<file path="src/rtl/sad_pkg.sv">
`timescale 1ns/1ps
// Package: default sizes shared by the row SAD array and its bench.
// Assumes: block of 16x16 pixels, report interval of four block rows.
package sad_pkg;
    localparam int unsigned DEF_NUM_PE  = 32;
    localparam int unsigned DEF_PIX_W   = 8;
    localparam int unsigned DEF_SAD_W   = 16;
    localparam int unsigned DEF_BLK_PIX = 256;
    localparam int unsigned DEF_CHK_PIX = 64;
endpackage

</file>
<file path="src/rtl/sad_cur_line.sv">
`timescale 1ns/1ps
// Module: current-pixel line. Numbers incoming valid pixels with a block
// index and delays {valid, index, pixel} by one register per PE.
// Tap 0 is the live input; tap k is the input of k cycles ago.
// Assumes: BLK_PIX is a power of two, so the index fills IDX_W bits exactly.
module sad_cur_line #(
    parameter int unsigned NUM_PE  = 32,
    parameter int unsigned PIX_W   = 8,
    parameter int unsigned BLK_PIX = 256,
    localparam int unsigned IDX_W  = $clog2(BLK_PIX)
) (
    input  logic                              clk,
    input  logic                              rst_n,
    input  logic                              in_vld,
    input  logic                              in_first,
    input  logic [PIX_W-1:0]                  in_pix,
    output logic [NUM_PE-1:0]                 tap_vld,
    output logic [NUM_PE-1:0][IDX_W-1:0]      tap_idx,
    output logic [NUM_PE-1:0][PIX_W-1:0]      tap_pix
);
    logic [IDX_W-1:0] next_idx;
    logic [IDX_W-1:0] head_idx;

    // Index of the pixel at the head: 0 on a first marker, else the count.
    assign head_idx = in_first ? '0 : next_idx;

    // Counts valid pixels entering the line, wrapping after the last index.
    always_ff @(posedge clk) begin
        if (!rst_n)
            next_idx <= '0;
        else if (in_vld)
            next_idx <= (head_idx == IDX_W'(BLK_PIX - 1)) ? '0 : head_idx + 1'b1;
    end

    assign tap_vld[0] = in_vld;
    assign tap_idx[0] = head_idx;
    assign tap_pix[0] = in_pix;

    genvar k;
    generate
        for (k = 1; k < NUM_PE; k++) begin : g_stage
            // One line register: moves the previous tap on by one cycle.
            always_ff @(posedge clk) begin
                if (!rst_n) begin
                    tap_vld[k] <= 1'b0;
                    tap_idx[k] <= '0;
                    tap_pix[k] <= '0;
                end else begin
                    tap_vld[k] <= tap_vld[k-1];
                    tap_idx[k] <= tap_idx[k-1];
                    tap_pix[k] <= tap_pix[k-1];
                end
            end
        end
    endgenerate
endmodule

</file>
<file path="src/rtl/sad_pe.sv">
`timescale 1ns/1ps
// Module: one SAD processing element. Adds |cur - ref| for each valid
// pixel, restarting at block index 0, and reports the running sum at
// every CHK_PIX-th pixel within that same cycle.
// Assumes: CHK_PIX is a power of two dividing BLK_PIX; SAD_W holds
// BLK_PIX * (2**PIX_W - 1).
module sad_pe #(
    parameter int unsigned PIX_W   = 8,
    parameter int unsigned SAD_W   = 16,
    parameter int unsigned BLK_PIX = 256,
    parameter int unsigned CHK_PIX = 64,
    localparam int unsigned IDX_W  = $clog2(BLK_PIX),
    localparam int unsigned CHK_W  = $clog2(CHK_PIX)
) (
    input  logic             clk,
    input  logic             rst_n,
    input  logic             en,
    input  logic             vld,
    input  logic [IDX_W-1:0] idx,
    input  logic [PIX_W-1:0] cur,
    input  logic [PIX_W-1:0] refp,
    output logic             rep_vld,
    output logic             rep_last,
    output logic [SAD_W-1:0] rep_sad
);
    logic [PIX_W-1:0] cur_m, ref_m, diff;
    logic [SAD_W-1:0] acc, base, sum;
    logic [SAD_W:0]   sum_wide;
    logic             first;

    // Operand masking: a disabled PE sees constant zeros.
    assign cur_m = en ? cur  : '0;
    assign ref_m = en ? refp : '0;

    // Absolute difference of the masked operands.
    assign diff  = (cur_m > ref_m) ? cur_m - ref_m : ref_m - cur_m;
    assign first = (idx == '0);
    assign base  = first ? '0 : acc;
    assign sum_wide = {1'b0, base} + (SAD_W+1)'(diff);
    assign sum   = sum_wide[SAD_W-1:0];

    // Accumulator: written only when enabled or on a block start (clear).
    always_ff @(posedge clk) begin
        if (!rst_n)
            acc <= '0;
        else if (vld && (en || first))
            acc <= sum;
    end

    assign rep_vld  = vld && en && (idx[CHK_W-1:0] == {CHK_W{1'b1}});
    assign rep_last = rep_vld && (idx == IDX_W'(BLK_PIX - 1));
    assign rep_sad  = sum;

    // the running sum never carries out of SAD_W bits.
    a_r7_no_overflow: assert property (@(posedge clk) disable iff (!rst_n)
        (vld && en) |-> (sum_wide[SAD_W] == 1'b0));

    // a disabled PE holds its sum unless a block start clears it.
    a_r6_hold_when_off: assert property (@(posedge clk) disable iff (!rst_n)
        (!en && !(vld && first)) |=> $stable(acc));

    // a block start on a disabled PE leaves a zero sum.
    a_r5_clear_on_first: assert property (@(posedge clk) disable iff (!rst_n)
        (!en && vld && first) |=> (acc == '0));
endmodule

</file>
<file path="src/rtl/sad_report_sel.sv">
`timescale 1ns/1ps
// Module: report selector. Merges per-PE report strobes onto one port and
// encodes the index of the reporting PE.
// Assumes: at most one PE strobes per cycle (guaranteed by the PE skew).
module sad_report_sel #(
    parameter int unsigned NUM_PE = 32,
    parameter int unsigned SAD_W  = 16,
    localparam int unsigned TAG_W = $clog2(NUM_PE)
) (
    input  logic [NUM_PE-1:0]             pe_vld,
    input  logic [NUM_PE-1:0]             pe_last,
    input  logic [NUM_PE-1:0][SAD_W-1:0]  pe_sad,
    output logic                          rep_vld,
    output logic                          rep_last,
    output logic [TAG_W-1:0]              rep_tag,
    output logic [SAD_W-1:0]              rep_sad
);
    // AND-OR merge of the strobing PE's fields.
    always_comb begin
        rep_vld  = |pe_vld;
        rep_last = 1'b0;
        rep_tag  = '0;
        rep_sad  = '0;
        for (int k = 0; k < NUM_PE; k++) begin
            if (pe_vld[k]) begin
                rep_last = rep_last | pe_last[k];
                rep_tag  = rep_tag  | TAG_W'(k);
                rep_sad  = rep_sad  | pe_sad[k];
            end
        end
    end
endmodule

</file>
<file path="src/rtl/sad_row_array.sv">
`timescale 1ns/1ps
// Module: top of the gated row SAD array. One PE per horizontal search
// offset; reference pixels broadcast, current pixels skewed by a line.
// Assumes: NUM_PE <= CHK_PIX so skewed reports never coincide.
module sad_row_array #(
    parameter int unsigned NUM_PE  = sad_pkg::DEF_NUM_PE,
    parameter int unsigned PIX_W   = sad_pkg::DEF_PIX_W,
    parameter int unsigned SAD_W   = sad_pkg::DEF_SAD_W,
    parameter int unsigned BLK_PIX = sad_pkg::DEF_BLK_PIX,
    parameter int unsigned CHK_PIX = sad_pkg::DEF_CHK_PIX,
    localparam int unsigned IDX_W  = $clog2(BLK_PIX),
    localparam int unsigned TAG_W  = $clog2(NUM_PE)
) (
    input  logic              clk,
    input  logic              rst_n,
    input  logic              cur_vld,
    input  logic              cur_first,
    input  logic [PIX_W-1:0]  cur_pix,
    input  logic [PIX_W-1:0]  ref_pix,
    input  logic [NUM_PE-1:0] pe_en,
    output logic              rep_vld,
    output logic              rep_last,
    output logic [TAG_W-1:0]  rep_tag,
    output logic [SAD_W-1:0]  rep_sad
);
    logic [NUM_PE-1:0]            tap_vld;
    logic [NUM_PE-1:0][IDX_W-1:0] tap_idx;
    logic [NUM_PE-1:0][PIX_W-1:0] tap_pix;
    logic [NUM_PE-1:0]            pe_vld, pe_last;
    logic [NUM_PE-1:0][SAD_W-1:0] pe_sad;

    sad_cur_line #(.NUM_PE(NUM_PE), .PIX_W(PIX_W), .BLK_PIX(BLK_PIX)) i_line (
        .clk(clk), .rst_n(rst_n),
        .in_vld(cur_vld), .in_first(cur_first), .in_pix(cur_pix),
        .tap_vld(tap_vld), .tap_idx(tap_idx), .tap_pix(tap_pix)
    );

    genvar k;
    generate
        for (k = 0; k < NUM_PE; k++) begin : g_pe
            sad_pe #(.PIX_W(PIX_W), .SAD_W(SAD_W), .BLK_PIX(BLK_PIX),
                     .CHK_PIX(CHK_PIX)) i_pe (
                .clk(clk), .rst_n(rst_n), .en(pe_en[k]),
                .vld(tap_vld[k]), .idx(tap_idx[k]),
                .cur(tap_pix[k]), .refp(ref_pix),
                .rep_vld(pe_vld[k]), .rep_last(pe_last[k]), .rep_sad(pe_sad[k])
            );
        end
    endgenerate

    sad_report_sel #(.NUM_PE(NUM_PE), .SAD_W(SAD_W)) i_sel (
        .pe_vld(pe_vld), .pe_last(pe_last), .pe_sad(pe_sad),
        .rep_vld(rep_vld), .rep_last(rep_last), .rep_tag(rep_tag), .rep_sad(rep_sad)
    );

    // the skew keeps per-PE report strobes mutually exclusive.
    a_r8_single_report: assert property (@(posedge clk) disable iff (!rst_n)
        $onehot0(pe_vld));
endmodule

</file>
<file path="config.mk">
export PLATFORM = sky130hd
export DESIGN_NAME = sad_row_array
export DESIGN_NICKNAME = d
export VERILOG_FILES = /design/src/rtl/sad_pkg.sv /design/src/rtl/sad_cur_line.sv /design/src/rtl/sad_pe.sv /design/src/rtl/sad_report_sel.sv /design/src/rtl/sad_row_array.sv
export SDC_FILE = /design/constraint.sdc
export NUM_CORES = 2
export LEC_CHECK = 0
export ABC_AREA = 1
export CAP_MARGIN = 20
export CORE_ASPECT_RATIO = 0.5
export CORE_MARGIN = 1
export CORE_UTILIZATION = 54
export CTS_BUF_LIST = sky130_fd_sc_hd__clkbuf_8
export DETAILED_ROUTE_END_ITERATION = 6
export DONT_BUFFER_PORTS = 1
export PLACE_DENSITY = 0.81
export SYNTH_ARGS = -nofsm -noshare
export SYNTH_HDL_FRONTEND = slang
export SYNTH_SLANG_ARGS = --single-unit
</file>
<file path="constraint.sdc">
create_clock -name clk -period 10 [get_ports clk]
set_input_delay 1 -clock clk [delete_from_list [all_inputs] [get_ports clk]]
set_output_delay 1 -clock clk [all_outputs]
set_load 0.03 [all_outputs]
</file>
Yosys cells after proc, flatten, opt, wreduce, memory -nomap -nowiden:

Cells that the tools add are included.

* equal/unequal tests: 97
* muxes and demuxes: 291
* reductions and logical operators: 193
* add/sub/neg operators: 97
* order comparisons: 32
* bitwise gates (word level): 62

Operators with widths (count)
* 16-bit two-way mux: 128
* 8-bit two-way mux: 100
* 16-bit by 8-bit adder with 16-bit output: 32
* 8-bit subtractor: 64
* 16-bit OR: 31
* 8-bit == test, second input constant: 32
* 8-bit greater-than comparator: 32
* 8-bit logical NOT: 32
* 6-bit == test, second input constant: 32
* 1-bit logical AND: 128
* 5-bit two-way mux: 16
* 2-bit by 1-bit != test with 1-bit output, second input constant: 33
* 1-bit two-way mux: 33
* 1-bit logical OR: 32
* 4-bit two-way mux: 8
* 32-bit OR reduction: 1
* 1-bit OR: 31
* 3-bit two-way mux: 4
* 8-bit by 1-bit adder with 8-bit output, second input constant: 1
* 2-bit two-way mux: 2

* output and inout bits: 23
* register bits after elaboration: 1047

Depth between registers and ports, before layout:

* word-level depth: 67
* depth in mapped cells: 35

Cells and area by module:

From an unflattened synthesis, not the netlist that was laid out.

* cells, all modules: 13775
* area, all modules: 88128.3 um^2

By module, submodules not included
* sad_pe (g_pe[10].i_pe ...): instances 18, cells an instance 339, sequential area each 320.3 um^2, area each 2117.0 um^2
* sad_cur_line: instances 1, cells an instance 1719, sequential area each 10710.3 um^2, area each 15358.5 um^2
* sad_pe (g_pe[29].i_pe ...): instances 7, cells an instance 340, sequential area each 320.3 um^2, area each 2124.5 um^2
* sad_pe (g_pe[6].i_pe ...): instances 4, cells an instance 334, sequential area each 320.3 um^2, area each 2132.0 um^2
* sad_report_sel: instances 1, cells an instance 1194, sequential area each 0.0 um^2, area each 4772.1 um^2
* sad_pe (g_pe[0].i_pe ...): instances 2, cells an instance 353, sequential area each 320.3 um^2, area each 2175.8 um^2
* sad_pe (g_pe[15].i_pe): instances 1, cells an instance 338, sequential area each 320.3 um^2, area each 2139.6 um^2

Worst setup path before layout:

Ideal clock, no wire load.

* path kind: input to output
* start point: input port pe_en[21]
* end point: output port rep_sad[10]
* stages on the path: 27
* arrival: 5.234 ns
* slack: 3.766 ns
* cells stage by stage: clkbuf_1 > buf_1 > nand2_1 > inv_1 > ha_1 > inv_1 > fa_1 > inv_1 > o21ai_0 > a21oi_1 > o21ai_1 > a21oi_1 > nor2_1 > o21ai_2 > mux2_2 > fa_1 > a21oi_1 > o21ai_1 > a21oi_1 > nor2_1 > xor2_1 > nand2_1 > nand2_1 > nor2_1 > nand2_1 > nor2_1 > nand4_1

* word-level cells in the longest chain between the ends: 26
* elaborated cells between the ends (all ways): 31

Ends and longest elaborated chain
* start: declaration: line sad_row_array.sv:20 `input logic [NUM_PE-1:0] pe_en,`
* 8-bit two-way mux, on equally long branches: line sad_pe.sv:33, sad_pe.sv:32
* 8-bit subtractor / 8-bit greater-than comparator (equally long branches): line sad_pe.sv:36 `assign diff = (cur_m > ref_m) ? cur_m - ref_m : ref_m - cur_m;`
* 8-bit two-way mux: line sad_pe.sv:36
* 16-bit by 8-bit adder with 16-bit output: line sad_pe.sv:39 `assign sum_wide = {1'b0, base} + (SAD_W+1)'(diff);`
* 16-bit OR: line sad_report_sel.sv:28 `rep_sad = rep_sad | pe_sad[k];`
* 16-bit two-way mux (*): line sad_report_sel.sv:25 `if (pe_vld[k]) begin`
* 16-bit OR: line sad_report_sel.sv:28
* 16-bit two-way mux (*): line sad_report_sel.sv:25
* (+10 left out)
* 16-bit OR: line sad_report_sel.sv:28
* 16-bit two-way mux (*): line sad_report_sel.sv:25
* 16-bit OR: line sad_report_sel.sv:28
* 16-bit two-way mux (*): line sad_report_sel.sv:25
* 16-bit OR: line sad_report_sel.sv:28
* 16-bit two-way mux (*): line sad_report_sel.sv:25
* 16-bit OR: line sad_report_sel.sv:28
* 16-bit two-way mux (*): line sad_report_sel.sv:25
* end: declaration: line sad_row_array.sv:24 `output logic [SAD_W-1:0] rep_sad`

Mark *: on every way between the ends. The rest lies on a longest branch, timed or not.

Worst setup path in the final report:

* start point: register i_line.tap_pix[40] (netlist name)
* end point: output port rep_sad[12]

* word-level cells in the longest chain between the ends: 58
* elaborated cells between the ends (all ways): 60

Ends and longest elaborated chain
* start: declaration: line sad_cur_line.sv:19 `output logic [NUM_PE-1:0][PIX_W-1:0] tap_pix`
* start signal: indexed assignment: line sad_cur_line.sv:51 `tap_pix[k] <= tap_pix[k-1];`
* 8-bit two-way mux (*): line sad_pe.sv:32 `assign cur_m = en ? cur : '0;`
* 8-bit subtractor / 8-bit greater-than comparator (equally long branches): line sad_pe.sv:36
* 8-bit two-way mux (*): line sad_pe.sv:36
* 16-bit by 8-bit adder with 16-bit output (*): line sad_pe.sv:39
* 16-bit OR (*): line sad_report_sel.sv:28
* 16-bit two-way mux (*): line sad_report_sel.sv:25
* 16-bit OR: line sad_report_sel.sv:28
* 16-bit two-way mux (*): line sad_report_sel.sv:25
* (+42 left out)
* 16-bit OR: line sad_report_sel.sv:28
* 16-bit two-way mux (*): line sad_report_sel.sv:25
* 16-bit OR: line sad_report_sel.sv:28
* 16-bit two-way mux (*): line sad_report_sel.sv:25
* 16-bit OR: line sad_report_sel.sv:28
* 16-bit two-way mux (*): line sad_report_sel.sv:25
* 16-bit OR: line sad_report_sel.sv:28
* 16-bit two-way mux (*): line sad_report_sel.sv:25

Marked as above.

==> flow_summary.json <==
{
  "outcome": "complete, but fails checks",
  "violations": "design-rule violations, max-slew violations",
  "crit_path_end_kind": "output port",
  "cts.sinks": 1047,
  "p_per_area_mw_per_mm2": 119,
  "remaining_drc_errors": 8,
  "drv_slew": 334,
  "drt_iter0_markers": 8971,
  "grt_max_degree": 891,
  "dp_hpwl_um": 206000,
  "path_class": "reg2out",
  "firstDrtPassIters": 7,
  "ctsHoldBuffers": 0,
  "gp_congestion": 1.07,
  "cts_buffers": 170,
  "cts_buffer_depth": 4,
  "crit_path_start_kind": "register",
  "core_area_mm2": 0.146,
  "crit_family": "simple AND/OR/NAND/NOR gates",
  "synth-edff-count": 0,
  "worst_path_max_delay_cell": "nand3_1",
  "insertion_delay_ns": 0.92,
  "final_core_util_pct": 58.1,
  "htree_levels": 4,
  "die_h_um": 274,
  "met2_usage_pct": 52.1,
  "cts_resized": 0,
  "finalSetupViolCount": 0,
  "fmax_mhz": 134,
  "final_common_cell": "inv_1",
  "tns_ns": 0,
  "cts_root_buffer": "clkbuf_8",
  "die-width_um": 546,
  "leakagePower_nw": 47.5,
  "gr-total-overflow": 0,
  "ys_types": 69,
  "hold_viol_final": 0,
  "die_area_mm2": 0.150,
  "num-fill-cells": 14100,
  "met1_usage_pct": 48.2,
  "cap_violations": 0,
  "wirelength_um": 268000,
  "synthCells": 12200,
  "fin_nets": 13000,
  "layout_common_cells": "inv_1, nand2_1, nor2_1",
  "worstPathMaxFanout": 10,
  "cp.arrival_ns": 6.44,
  "start_util_pct": 54.7,
  "cts_tree": "done",
  "maxSlewHeadroom_pct": -85.2,
  "grt_pass1_wl_um": 403000,
  "cts_setup_buffers": 0,
  "syn_nets": 13100,
  "rsz0062_at_grt": "false",
  "cpMostUsedCell": "nand3_1",
  "dpl-instance-area_mm2": 0.0815,
  "layout_min_cycle_time_ns": 7.44,
  "ys_ff_latch": 1047,
  "met3_usage_pct": 8.36,
  "ios": 75,
  "path_buf_inv": 2,
  "irDropWorstVdd_uv": 89.1,
  "slowest_delay_ns": 0.57,
  "grt_pass1_vias": 71200,
  "skew_ns": 0.0516,
  "fp-row-count": 99,
  "hp-class": "in2reg",
  "hold_ws_ns": 0.190,
  "synth_area_mm2": 0.0800,
  "finalInstanceArea_mm2": 0.0850,
  "async_flop_share_pct": 0,
  "avgRoutedWirePerCell_um": 18.8,
  "detail-route-antenna-nets": 0,
  "worstMarginPinSlew_ns": 2.78,
  "clkTransAtPathRegs_ns": 0.07,
  "post_drt_via_cell_ratio": 5.51,
  "seq_area_frac_synth_pct": 26.2,
  "io_buffers": 0,
  "grt-busiest-layer": "met2",
  "grt_antenna_before_repair": 17,
  "cp.required_ns": 9.00,
  "yosysWarnings": 0,
  "syn_area_per_cell_um2": 6.54,
  "layout-drive-gt1-share_pct": 3.98,
  "syn_to_final_growth_pct": 6.23,
  "fin_crit_sh_pct": 74.4,
  "vias": 78400,
  "finalPower_mw": 10.2,
  "yosys_most_used_dff": "dfxtp_1",
  "grt_util_all_layers_pct": 34.7
}
## kinds of logic after synthesis
logic type / Yosys count / share of synthesized area [%]
mux: 106 / 1.42
simple gates: 4592 / 23.7
buf+inv: 3011 / 14.2
compound gates: 2094 / 14.5
xor+xnor: 551 / 6.03
fa+ha+maj: 834 / 13.9
flops: 1047 / 26.2
## cells in the mapped netlist (all sizes together) (24+ instances only)
library cell / count / area [um2]
o21bai: 27 / 203
a21oi: 859 / 4310
fa: 96 / 1920
mux2: 52 / 593
xnor2: 160 / 1400
buf: 92 / 439
nor3: 87 / 445
o21ai: 753 / 3850
a21o: 24 / 180
inv: 2668 / 10000
a211oi: 42 / 315
dfxtp: 1047 / 21000
o22ai: 138 / 863
mux2i: 54 / 541
o211ai: 141 / 1060
nand4: 158 / 1010
nand3: 478 / 2410
clkbuf: 232 / 871
ha: 738 / 9230
a31oi: 45 / 282
nor4: 40 / 263
nor2: 1095 / 4330
nand2: 2690 / 10200
xor2: 391 / 3420
## through the flow
stage,instances,setup WS (ns)
2_1_floorplan,12200,3.77
3_3_place_gp,13900,3.04
6_report,14200,2.56
4_1_cts,14200,2.79
3_5_place_dp,13900,2.99
5_1_grt,14200,2.15
## power by group
part / switching [mW] / internal (mW) / leakage, nW
registers: 0.0389 / 4.24 / 8.49
clock network: 1.93 / 2.12 / 1.98
logic: 1.22 / 0.597 / 37.0
## final cells by class
cell class | instances | area (um2) | share of cell area [%]
clock inverters | 93 | 682 | 0.802
flip-flops and latches | 1047 | 21000 | 24.7
multi-input cells | 8177 | 47700 | 56.1
well taps | 1969 | 2460 | 2.90
diodes | 5 | 12.5 | 0.0147
repair buffers | 40 | 298 | 0.350
clock buffers | 205 | 2820 | 3.32
inverters | 2687 | 10100 | 11.9
## flip-flops by register name, indices dropped and copies added (netlist names)
name and cells:
i_line.tap_idx 248, i_line.tap_pix 248, g_pe.i_pe.acc 512, i_line.next_idx 8
i_line.tap_vld 31
## per-layer routing
| metal | up-vias | wire (um) |
|---|---|---|
| li1 | 38100 | - |
| met1 | 36300 | 118000 |
| met2 | 3413 | 109000 |
| met3 | 571 | 30300 |
| met4 | 12 | 10100 |
| met5 | - | 268 |
## path summary, 6_finish.rpt
check / from / endpoint / slack (ns) / cells past startpoint
min: cur_pix[0] / i_line.tap_pix[8] / 0.19 / 2
min reg2reg: i_line.tap_pix[133] / i_line.tap_pix[141] / 0.42 / 2
max: i_line.tap_pix[40] / rep_sad[12] / 2.56 / 26
max reg2reg: i_line.tap_pix[200] / g_pe[25].i_pe.acc[5] / 5.40 / 21
(Power assumes the default switching activity.)
